<file path="src/rtl/slice4_pkg.sv">
package slice4_pkg;
  typedef enum logic [2:0] {
    SRC_AQ = 3'd0, SRC_AB = 3'd1, SRC_ZQ = 3'd2, SRC_ZB = 3'd3,
    SRC_ZA = 3'd4, SRC_DA = 3'd5, SRC_DQ = 3'd6, SRC_DZ = 3'd7
  } src_e;

  typedef enum logic [2:0] {
    FN_ADD = 3'd0, FN_SUBR = 3'd1, FN_SUBS = 3'd2, FN_OR = 3'd3,
    FN_AND = 3'd4, FN_NRAS = 3'd5, FN_XOR = 3'd6, FN_XNOR = 3'd7
  } fn_e;

  typedef enum logic [2:0] {
    DST_QLD  = 3'd0, DST_NONE = 3'd1, DST_RFA  = 3'd2, DST_RFF  = 3'd3,
    DST_DNQ  = 3'd4, DST_DN   = 3'd5, DST_UPQ  = 3'd6, DST_UP   = 3'd7
  } dst_e;
endpackage

</file>
<file path="src/rtl/slice4_regfile.sv">
module slice4_regfile #(
  parameter int W     = 4,
  parameter int DEPTH = 16,
  localparam int AW   = $clog2(DEPTH)
) (
  input  logic          clk,
  input  logic          rst_n,
  input  logic          we,
  input  logic [AW-1:0] addr_a,
  input  logic [AW-1:0] addr_b,
  input  logic [W-1:0]  wdata,
  output logic [W-1:0]  rdata_a,
  output logic [W-1:0]  rdata_b
);
  logic [W-1:0] mem [DEPTH];

  always_ff @(posedge clk or negedge rst_n) begin
    if (!rst_n) begin
      for (int i = 0; i < DEPTH; i++) mem[i] <= '0;
    end else if (we) begin
      mem[addr_b] <= wdata;
    end
  end

  assign rdata_a = mem[addr_a];
  assign rdata_b = mem[addr_b];
endmodule

</file>
<file path="src/rtl/slice4_core_alu.sv">
module slice4_core_alu
  import slice4_pkg::*;
#(
  parameter int W = 4
) (
  input  src_e         src,
  input  fn_e          fn,
  input  logic [W-1:0] a_dat,
  input  logic [W-1:0] b_dat,
  input  logic [W-1:0] q_dat,
  input  logic [W-1:0] d_dat,
  input  logic         c_in,
  output logic [W-1:0] f,
  output logic         c_out,
  output logic         gen,
  output logic         prop,
  output logic         ovf
);
  logic [W-1:0] r, s, op_a, op_b, sum;
  logic [W:0]   cy;
  logic         arith, g_acc, p_acc;

  always_comb begin
    unique case (src)
      SRC_AQ:  begin r = a_dat; s = q_dat; end
      SRC_AB:  begin r = a_dat; s = b_dat; end
      SRC_ZQ:  begin r = '0;    s = q_dat; end
      SRC_ZB:  begin r = '0;    s = b_dat; end
      SRC_ZA:  begin r = '0;    s = a_dat; end
      SRC_DA:  begin r = d_dat; s = a_dat; end
      SRC_DQ:  begin r = d_dat; s = q_dat; end
      default: begin r = d_dat; s = '0;    end
    endcase
  end

  always_comb begin
    arith = (fn == FN_ADD) || (fn == FN_SUBR) || (fn == FN_SUBS);
    op_a  = (fn == FN_SUBR) ? ~r : r;
    op_b  = (fn == FN_SUBS) ? ~s : s;
    cy[0] = c_in;
    g_acc = 1'b0;
    p_acc = 1'b1;
    for (int i = 0; i < W; i++) begin
      sum[i]  = op_a[i] ^ op_b[i] ^ cy[i];
      cy[i+1] = (op_a[i] & op_b[i]) | ((op_a[i] ^ op_b[i]) & cy[i]);
      g_acc   = (op_a[i] & op_b[i]) | ((op_a[i] | op_b[i]) & g_acc);
      p_acc   = p_acc & (op_a[i] | op_b[i]);
    end
  end

  always_comb begin
    unique case (fn)
      FN_OR:   f = r | s;
      FN_AND:  f = r & s;
      FN_NRAS: f = ~r & s;
      FN_XOR:  f = r ^ s;
      FN_XNOR: f = ~(r ^ s);
      default: f = sum;
    endcase
    c_out = arith & cy[W];
    ovf   = arith & (cy[W] ^ cy[W-1]);
    gen   = arith & g_acc;
    prop  = arith & p_acc;
  end
endmodule

</file>
<file path="src/rtl/slice4_dest.sv">
module slice4_dest
  import slice4_pkg::*;
#(
  parameter int W = 4
) (
  input  dst_e         dst,
  input  logic [W-1:0] f,
  input  logic [W-1:0] q_cur,
  input  logic [W-1:0] a_dat,
  input  logic         rf_dn_in,
  input  logic         rf_up_in,
  input  logic         q_dn_in,
  input  logic         q_up_in,
  output logic         rf_we,
  output logic [W-1:0] rf_wdata,
  output logic         q_we,
  output logic [W-1:0] q_next,
  output logic [W-1:0] y,
  output logic         rf_dn_out,
  output logic         rf_up_out,
  output logic         q_dn_out,
  output logic         q_up_out
);
  logic [W-1:0] f_dn, f_up, q_dn, q_up;

  assign f_dn = {rf_dn_in, f[W-1:1]};
  assign f_up = {f[W-2:0], rf_up_in};
  assign q_dn = {q_dn_in, q_cur[W-1:1]};
  assign q_up = {q_cur[W-2:0], q_up_in};

  always_comb begin
    rf_we     = 1'b0;
    rf_wdata  = f;
    q_we      = 1'b0;
    q_next    = q_cur;
    y         = f;
    rf_dn_out = 1'b0;
    rf_up_out = 1'b0;
    q_dn_out  = 1'b0;
    q_up_out  = 1'b0;
    unique case (dst)
      DST_QLD:  begin q_we = 1'b1; q_next = f; end
      DST_NONE: ;
      DST_RFA:  begin rf_we = 1'b1; y = a_dat; end
      DST_RFF:  rf_we = 1'b1;
      DST_DNQ:  begin
        rf_we = 1'b1; rf_wdata = f_dn; rf_dn_out = f[0];
        q_we  = 1'b1; q_next   = q_dn; q_dn_out  = q_cur[0];
      end
      DST_DN:   begin rf_we = 1'b1; rf_wdata = f_dn; rf_dn_out = f[0]; end
      DST_UPQ:  begin
        rf_we = 1'b1; rf_wdata = f_up; rf_up_out = f[W-1];
        q_we  = 1'b1; q_next   = q_up; q_up_out  = q_cur[W-1];
      end
      default:  begin rf_we = 1'b1; rf_wdata = f_up; rf_up_out = f[W-1]; end
    endcase
  end
endmodule

</file>
<file path="src/rtl/slice4_alu.sv">
module slice4_alu
  import slice4_pkg::*;
#(
  parameter int W     = 4,
  parameter int DEPTH = 16,
  localparam int AW   = $clog2(DEPTH)
) (
  input  logic          clk,
  input  logic          rst_n,
  input  logic [8:0]    instr,
  input  logic [AW-1:0] addr_a,
  input  logic [AW-1:0] addr_b,
  input  logic [W-1:0]  d_in,
  input  logic          c_in,
  output logic [W-1:0]  y,
  output logic          c_out,
  output logic          gen,
  output logic          prop,
  output logic          ovf,
  output logic          zero,
  output logic          sign,
  input  logic          rf_dn_in,
  output logic          rf_dn_out,
  input  logic          rf_up_in,
  output logic          rf_up_out,
  input  logic          q_dn_in,
  output logic          q_dn_out,
  input  logic          q_up_in,
  output logic          q_up_out
);
  src_e         src;
  fn_e          fn;
  dst_e         dst;
  logic [W-1:0] a_rd, b_rd, f, rf_wdata, q_reg, q_next;
  logic         rf_we, q_we;

  assign src = src_e'(instr[2:0]);
  assign fn  = fn_e'(instr[5:3]);
  assign dst = dst_e'(instr[8:6]);

  slice4_regfile #(.W(W), .DEPTH(DEPTH)) u_rf (
    .clk(clk), .rst_n(rst_n), .we(rf_we), .addr_a(addr_a), .addr_b(addr_b),
    .wdata(rf_wdata), .rdata_a(a_rd), .rdata_b(b_rd)
  );

  slice4_core_alu #(.W(W)) u_alu (
    .src(src), .fn(fn), .a_dat(a_rd), .b_dat(b_rd), .q_dat(q_reg),
    .d_dat(d_in), .c_in(c_in), .f(f), .c_out(c_out), .gen(gen),
    .prop(prop), .ovf(ovf)
  );

  slice4_dest #(.W(W)) u_dst (
    .dst(dst), .f(f), .q_cur(q_reg), .a_dat(a_rd),
    .rf_dn_in(rf_dn_in), .rf_up_in(rf_up_in), .q_dn_in(q_dn_in), .q_up_in(q_up_in),
    .rf_we(rf_we), .rf_wdata(rf_wdata), .q_we(q_we), .q_next(q_next), .y(y),
    .rf_dn_out(rf_dn_out), .rf_up_out(rf_up_out), .q_dn_out(q_dn_out), .q_up_out(q_up_out)
  );

  always_ff @(posedge clk or negedge rst_n) begin
    if (!rst_n)    q_reg <= '0;
    else if (q_we) q_reg <= q_next;
  end

  assign zero = (f == '0);
  assign sign = f[W-1];
endmodule

</file>
<file path="config.mk">
export PLATFORM = sky130hd
export DESIGN_NAME = slice4_alu
export DESIGN_NICKNAME = d
export VERILOG_FILES = /design/src/rtl/slice4_pkg.sv /design/src/rtl/slice4_regfile.sv /design/src/rtl/slice4_core_alu.sv /design/src/rtl/slice4_dest.sv /design/src/rtl/slice4_alu.sv
export SDC_FILE = /design/constraint.sdc
export NUM_CORES = 1
export LEC_CHECK = 0
export ABC_AREA = 0
export ABC_CLOCK_PERIOD_IN_PS = 17710
export CAP_MARGIN = 20
export CORE_MARGIN = 5
export CORE_UTILIZATION = 50
export CTS_BUF_LIST = sky130_fd_sc_hd__clkbuf_8
export CTS_CLUSTER_SIZE = 16
export DETAILED_ROUTE_END_ITERATION = 8
export PLACE_DENSITY = 0.76
export REMOVE_ABC_BUFFERS = 1
export SETUP_SLACK_MARGIN = 0.5
export SYNTH_ARGS = -nofsm -noshare
export SYNTH_HDL_FRONTEND = slang
export SYNTH_SLANG_ARGS = --single-unit
</file>
<file path="constraint.sdc">
create_clock -name clk -period 17.71 [get_ports clk]
set_input_delay 5.313 -clock clk [delete_from_list [all_inputs] [get_ports clk]]
set_output_delay 5.313 -clock clk [all_outputs]
set_load 0.02 [all_outputs]
</file>
# Word level (Yosys, flattened, before mapping)
# Index checks and enable logic that the tools add are counted.
# classes
n_reduce_logical,19
n_lt_le_gt_ge,3
n_eq_ne,19
muxes,22
n_bitwise,47
# op_table
cell,n
bitwise mux 64 bit,1
binary-select mux 4 bit (select 4 bit),2
two-way mux 4 bit,8
"== test 3 bit, second input constant",10
one-hot mux 4 bit (3 select lines),2
one-hot mux 4 bit (5 select lines),1
bitwise AND 1 bit,18
"== test 3 x 2 -> 1 bit, second input constant",6
demux 4 bit (select 4 bit),1
one-hot mux 4 bit (2 select lines),2
NOT 4 bit,3
bitwise OR 1 bit,11
"greater-or-equal comparator 5 bit, second input constant",2
NOT 4 -> 5 bit,2
OR reduction 2 bit,5
"== test 3 x 1 -> 1 bit, second input constant",3
zero test 3 bit,3
OR reduction 3 bit,3
bitwise XOR 1 bit,9
bitwise AND 4 bit,2
OR reduction 6 bit,1
"< comparator 5 x 1 -> 1 bit, second input constant",1
two-way mux 1 bit,5
zero test 4 bit,1
other kinds (7),8
# word_totals
output_inout_bits,14
register_bits,68
word_cells,127

# Longest topological paths before layout
# Gate-level depths: netlist of the first run.
# depth
depth_word,18
mapped_depth,19
ltp_nobuf,16

# Cells and area by module
# From an unflattened synthesis of the first run, not the netlist that was laid out.
# unflattened
hier_cells,406
area_unflattened_um2,4911.0
# modules_own_cells
module,cells_per_inst,seq_area_each_um2,n_inst,area_each_um2
slice4_regfile,241,1601.5,1,3524.6
slice4_core_alu,109,0.0,1,858.3
slice4_dest,47,0.0,1,376.6
slice4_alu,9,100.1,1,151.4

# Least setup slack after synthesis of the first run
# No wires, ideal clock.
# synth_timing
path_type,input -> output
from,input addr_b[0]
to,output y[3]
path_slack_ps,3007
required_ps,12397
n_path_buf,3
cell_stages,15
arrival_time_ps,9390
path_cell_list,buf_2 -> buf_2 -> mux4_2 -> mux2i_1 -> o21a_1 -> and2_1 -> xnor2_1 -> inv_1 -> fa_1 -> fa_1 -> fa_1 -> fa_1 -> and2_1 -> buf_1 -> o31ai_1
# synth_via
elab_chain_len,17
word_cells_on_any_way,28
classes_between,mux (7); bitwise (21)
# synth_lines
element,line_no,text
start: declaration,slice4_alu.sv:12,"input logic [AW-1:0] addr_b,"
NOT 4 -> 5 bit (implied by the code) *,slice4_regfile.sv:26,assign rdata_b = mem[addr_b];
binary-select mux 4 bit (select 4 bit) *,slice4_regfile.sv:26,
two-way mux 4 bit (implied by the code) * (2 in series),slice4_regfile.sv:26,
one-hot mux 4 bit (3 select lines) *,slice4_core_alu.sv:24,unique case (src)
NOT 4 bit,slice4_core_alu.sv:39,op_b = (fn == FN_SUBS) ? ~s : s;
two-way mux 4 bit,slice4_core_alu.sv:39,
bitwise XOR 1 bit,slice4_core_alu.sv:45,cy[i+1] = (op_a[i] & op_b[i]) | ((op_a[i] ^ op_b[i]) & cy[i]);
bitwise AND 1 bit,slice4_core_alu.sv:45,
bitwise OR 1 bit,slice4_core_alu.sv:45,
bitwise AND 1 bit,slice4_core_alu.sv:45,
bitwise OR 1 bit,slice4_core_alu.sv:45,
bitwise AND 1 bit,slice4_core_alu.sv:45,
bitwise OR 1 bit,slice4_core_alu.sv:45,
bitwise XOR 1 bit,slice4_core_alu.sv:44,sum[i] = op_a[i] ^ op_b[i] ^ cy[i];
one-hot mux 4 bit (5 select lines) *,slice4_core_alu.sv:52,unique case (fn)
two-way mux 4 bit *,slice4_dest.sv:41,unique case (dst)
end: declaration,slice4_alu.sv:15,"output logic [W-1:0] y,"
# Every way passes the cells marked *; elsewhere a longest branch is shown, timed or not. The select of a mux whose other input is x is not followed.

# Final worst setup path of the first run
# layout_timing
from,input addr_a[2]
to,output y[3]
# layout_via
elab_chain_len,17
word_cells_on_any_way,31
classes_between,mux (9); bitwise (22)
# layout_lines
element,line_no,text
start: declaration,slice4_alu.sv:11,"input logic [AW-1:0] addr_a,"
NOT 4 -> 5 bit (implied by the code) *,slice4_regfile.sv:25,assign rdata_a = mem[addr_a];
binary-select mux 4 bit (select 4 bit) *,slice4_regfile.sv:25,
two-way mux 4 bit (implied by the code) * (2 in series),slice4_regfile.sv:25,
one-hot mux 4 bit (3 select lines) or one-hot mux 4 bit (2 select lines) (tied branches),slice4_core_alu.sv:24,
NOT 4 bit (on tied branches),"slice4_core_alu.sv:39, slice4_core_alu.sv:38, slice4_core_alu.sv:55",
two-way mux 4 bit (on tied branches),"slice4_core_alu.sv:39, slice4_core_alu.sv:38",
bitwise XOR 1 bit,slice4_core_alu.sv:45,
bitwise AND 1 bit,slice4_core_alu.sv:45,
bitwise OR 1 bit,slice4_core_alu.sv:45,
bitwise AND 1 bit,slice4_core_alu.sv:45,
bitwise OR 1 bit,slice4_core_alu.sv:45,
bitwise AND 1 bit,slice4_core_alu.sv:45,
bitwise OR 1 bit,slice4_core_alu.sv:45,
bitwise XOR 1 bit,slice4_core_alu.sv:44,
one-hot mux 4 bit (5 select lines),slice4_core_alu.sv:52,
two-way mux 4 bit *,slice4_dest.sv:41,
# Marks and branches as above.

==> flow_metrics.py, run 1 <==
metrics = {
    "status": {
        "outcome": "complete, no violations",
    },
    "synth": {
        "ys_seq_elements": 68,
        "yosys.cell_count.top_type": "nor2_1",
        "cells_taking_the_most_area_after_synthesis": "dfrtp_1 (32%), nor2_1 (7.2%), mux4_2 (7.2%)",
        "ys.warnings.count": 0,
        "synth_seq_area_share_pct": 31.8,
        "yosys-top-cells-count": "nor2_1 (103), nand2_1 (70), dfrtp_1 (68)",
        "syn_avg_cell_area_um2": 8.86,
        "synthCells": 604,
        "synth_top_cell_by_area": "dfrtp_1",
        "post_synth_num_cell_types": 63,
        "number_of_enable_flip_flop_cells_after_synthesis": 0,
        "postSynth.topFlopCell": "dfrtp_1",
        "netlist_area_mm2": 0.00535,
        "synth_async_sr_flop_share_pct": 100,
        "synth_largest_type_area_fraction_pct": 31.8,
    },
    "floorplanning": {
        "floorplan.die_area_mm2": 0.0129,
        "core-area_mm2": 0.0104,
        "floorplan.initialDensity_pct": 51.6,
        "chip_height_um": 113,
        "std_cell_rows": 37,
        "die_width_um": 113,
        "io_pins": 42,
    },
    "final_layout": {
        "layout.core_utilization_pct": 57.4,
        "multi_input_area_mm2": 0.00339,
        "layout.nets": 671,
        "final.fill_count": 951,
        "synthToLayoutAreaGrowth_pct": 11.3,
        "share_of_post_route_cells_with_drive_strength_above_1_pct": 11.1,
        "final_cells": 767,
        "max_ffs_per_register": 64,
        "final-seq-area_mm2": 0.00170,
        "diodes": 0,
    },
    "place": {
        "portBuffers": 41,
        "place_inst": 750,
        "post-dp-hpwl_mm": 12.4,
        "gpl_congestion": 0.920,
    },
    "pwr": {
        "vdd_ir_drop_max_mv": 0.0630,
        "cellPowerDensity_mw_per_mm2": 104,
        "p_leak_nw": 2.41,
    },
    "routing": {
        "wl_per_cell_um": 22.2,
        "finalWirelength_mm": 17.0,
        "detail_route.first_pass.iterations": 5,
        "vias_per_cell": 6.47,
        "drt_first_iter_violations": 754,
        "count_of_vias_placed_by_the_detailed_router": 4965,
        "final_antenna_net_count": 0,
        "drt_drc_violations_left": 0,
    },
    "cts": {
        "cts.reportedPaths.clkPinSlew_ns": 0.08,
        "root_buffer": "clkbuf_8",
        "numClockSinks": 68,
        "tritoncts_clock_tree": "yes",
        "numCtsBuffers": 9,
        "cts-resized-gates": 0,
        "cts_setup_buffers": 0,
        "cts-hold-fix-buffers": 0,
        "worstSkewPairLatency_ns": 0.35,
        "cts_max_level": 3,
        "clk_path_buf_depth": 2,
    },
    "worst_setup_path": {
        "cp_common_cell": "fa_1",
        "critPathCaptureType": "output pin",
        "cp_data_required_time_ns": 12.40,
        "path_cells": "clkdlybuf4s50_1 -> nor2b_1 -> a22oi_1 -> and4_1 -> o21ai_0 -> nand2_1 -> xnor2_1 -> fa_1 -> fa_1 -> fa_1 -> fa_1 -> and2_1 -> o31ai_1 -> clkdlybuf4s50_1",
        "maximum_net_fanout_on_the_critical_path": 19,
        "slowest_delay_ns": 0.98,
        "crit_buf_inv": 2,
        "setup.worst_path.class": "in2out",
        "crit_path_top_delay_cell": "clkdlybuf4s50_1",
        "crit_path_start_kind": "input pin",
        "critPathTopFamily": "adder cells",
        "cp.arrival_ns": 10.71,
    },
    "timing": {
        "rsz0062_at_grt": "no",
        "fin_crit_sh_pct": 90.5,
        "setup_tns_ns": 0,
        "fmax_ghz": 0.0624,
        "min_period_ns": 16.02,
        "relSlewSlack_pct": 27.9,
        "final-setup-viol-count": 0,
        "timing.final.max_slew_violations": 0,
        "tightestPinTransition_ns": 1.08,
        "timing.clock.skew_ns": 0.00967,
        "hold_violations": 0,
    },
    "job": {
        "cap_viol_max_count": 0,
    },
    "grt": {
        "antenna_found_initial": 0,
        "grt_pass1_wl_mm": 26.7,
        "grt_max_degree": 69,
        "overflow": 0,
        "grt_pass1_vias": 4756,
        "global_route.usage.total_pct": 26.7,
    },
    "worst_hold_path": {
        "holdCritPathClass": "reg2reg",
    },
}
-- kinds of logic (layout without fill, tap and decap cells) --
family	after synthesis	count (layout)	synth area share, %
flops	68	68	31.8
compound gates	153	153	21.8
fa+ha+maj	16	16	4.30
simple gates	244	244	20.8
mux	56	56	14.5
xor+xnor	12	12	1.96
buf+inv	55	82	4.82
-- path summary, 6_finish.rpt --
check / from / end / slack [ns] / cells past startpoint
setup / recovery: addr_a[2] / y[3] / 1.69 / 14
hold / removal: u_rf.mem[49] / u_rf.mem[49] / 0.54 / 2
setup reg to reg: u_rf.mem[41] / u_rf.mem[63] / 12.59 / 13
hold reg to reg: u_rf.mem[49] / u_rf.mem[49] / 0.54 / 2
max in group asynchronous: rst_n / u_rf.mem[16] / 11.98 / 2
min in group asynchronous: rst_n / u_rf.mem[45] / 5.16 / 2
-- through the flow --
step	total power, mW	worst slack, ns	hold WS, ns	cell area [µm²]
6_report	0.621	1.69	0.539	5950
5_1_grt	0.655	1.42	0.548	5950
4_1_cts	0.614	1.77	0.529	5940
3_5_place_dp	0.499	1.74	0.510	5770
3_3_place_gp	0.490	1.86	0.495	5770
2_1_floorplan	0.404	3.54	0.458	5170
-- area by class of cell --
class | count | area share, %
multi-input cells | 481 | 56.9
flip-flops and latches | 68 | 28.6
repair buffers | 47 | 7.59
well taps | 136 | 2.86
clock buffers | 9 | 2.08
inverters | 20 | 1.26
clock inverters | 6 | 0.694
-- power breakdown --
group | total (mW) | internal [mW] | switching (mW)
registers | 0.245 | 0.200 | 0.0457
logic | 0.261 | 0.113 | 0.147
clock network | 0.115 | 0.0499 | 0.0648
-- metal layers --
layer,up-vias,global-route usage [%],routed length [µm]
li1,2234,-,-
met1,2381,36.7,7010
met2,318,41.7,7830
met3,32,6.58,1720
met4,0,8.09,440
met5,-,0,0
-- layout by cell type, fill, tap and decap left out, types with 14 or more instances in the layout --
cell / Yosys / final
nor2_1: 103 / 103
a21oi_1: 30 / 30
clkdlybuf4s50_1: 0 / 40
nand2_1: 70 / 70
a31oi_1: 40 / 40
inv_1: 20 / 20
o21ai_0: 14 / 14
mux4_2: 17 / 17
mux2i_1: 37 / 37
dfrtp_1: 68 / 68
-- worst register-to-register path: stages (launching register included) --
cell	delay, ns
dfrtp_1	0.43
mux4_2	0.48
mux2i_1	0.30
o22ai_1	0.15
or3_1	0.49
xor2_1	0.25
inv_1	0.11
fa_1	0.42
fa_1	0.42
fa_1	0.51
and2_1	0.24
nor3_1	0.09
a41oi_2	0.85
a31oi_1	0.21
Power figures use the tool's default switching activity.
==> run 2, diff against run 1 <==
TNS_END_PERCENT = 1   (was default)
==> results of run 2 <==
The final DEF is identical to that of run 1; final timing and power are the same.
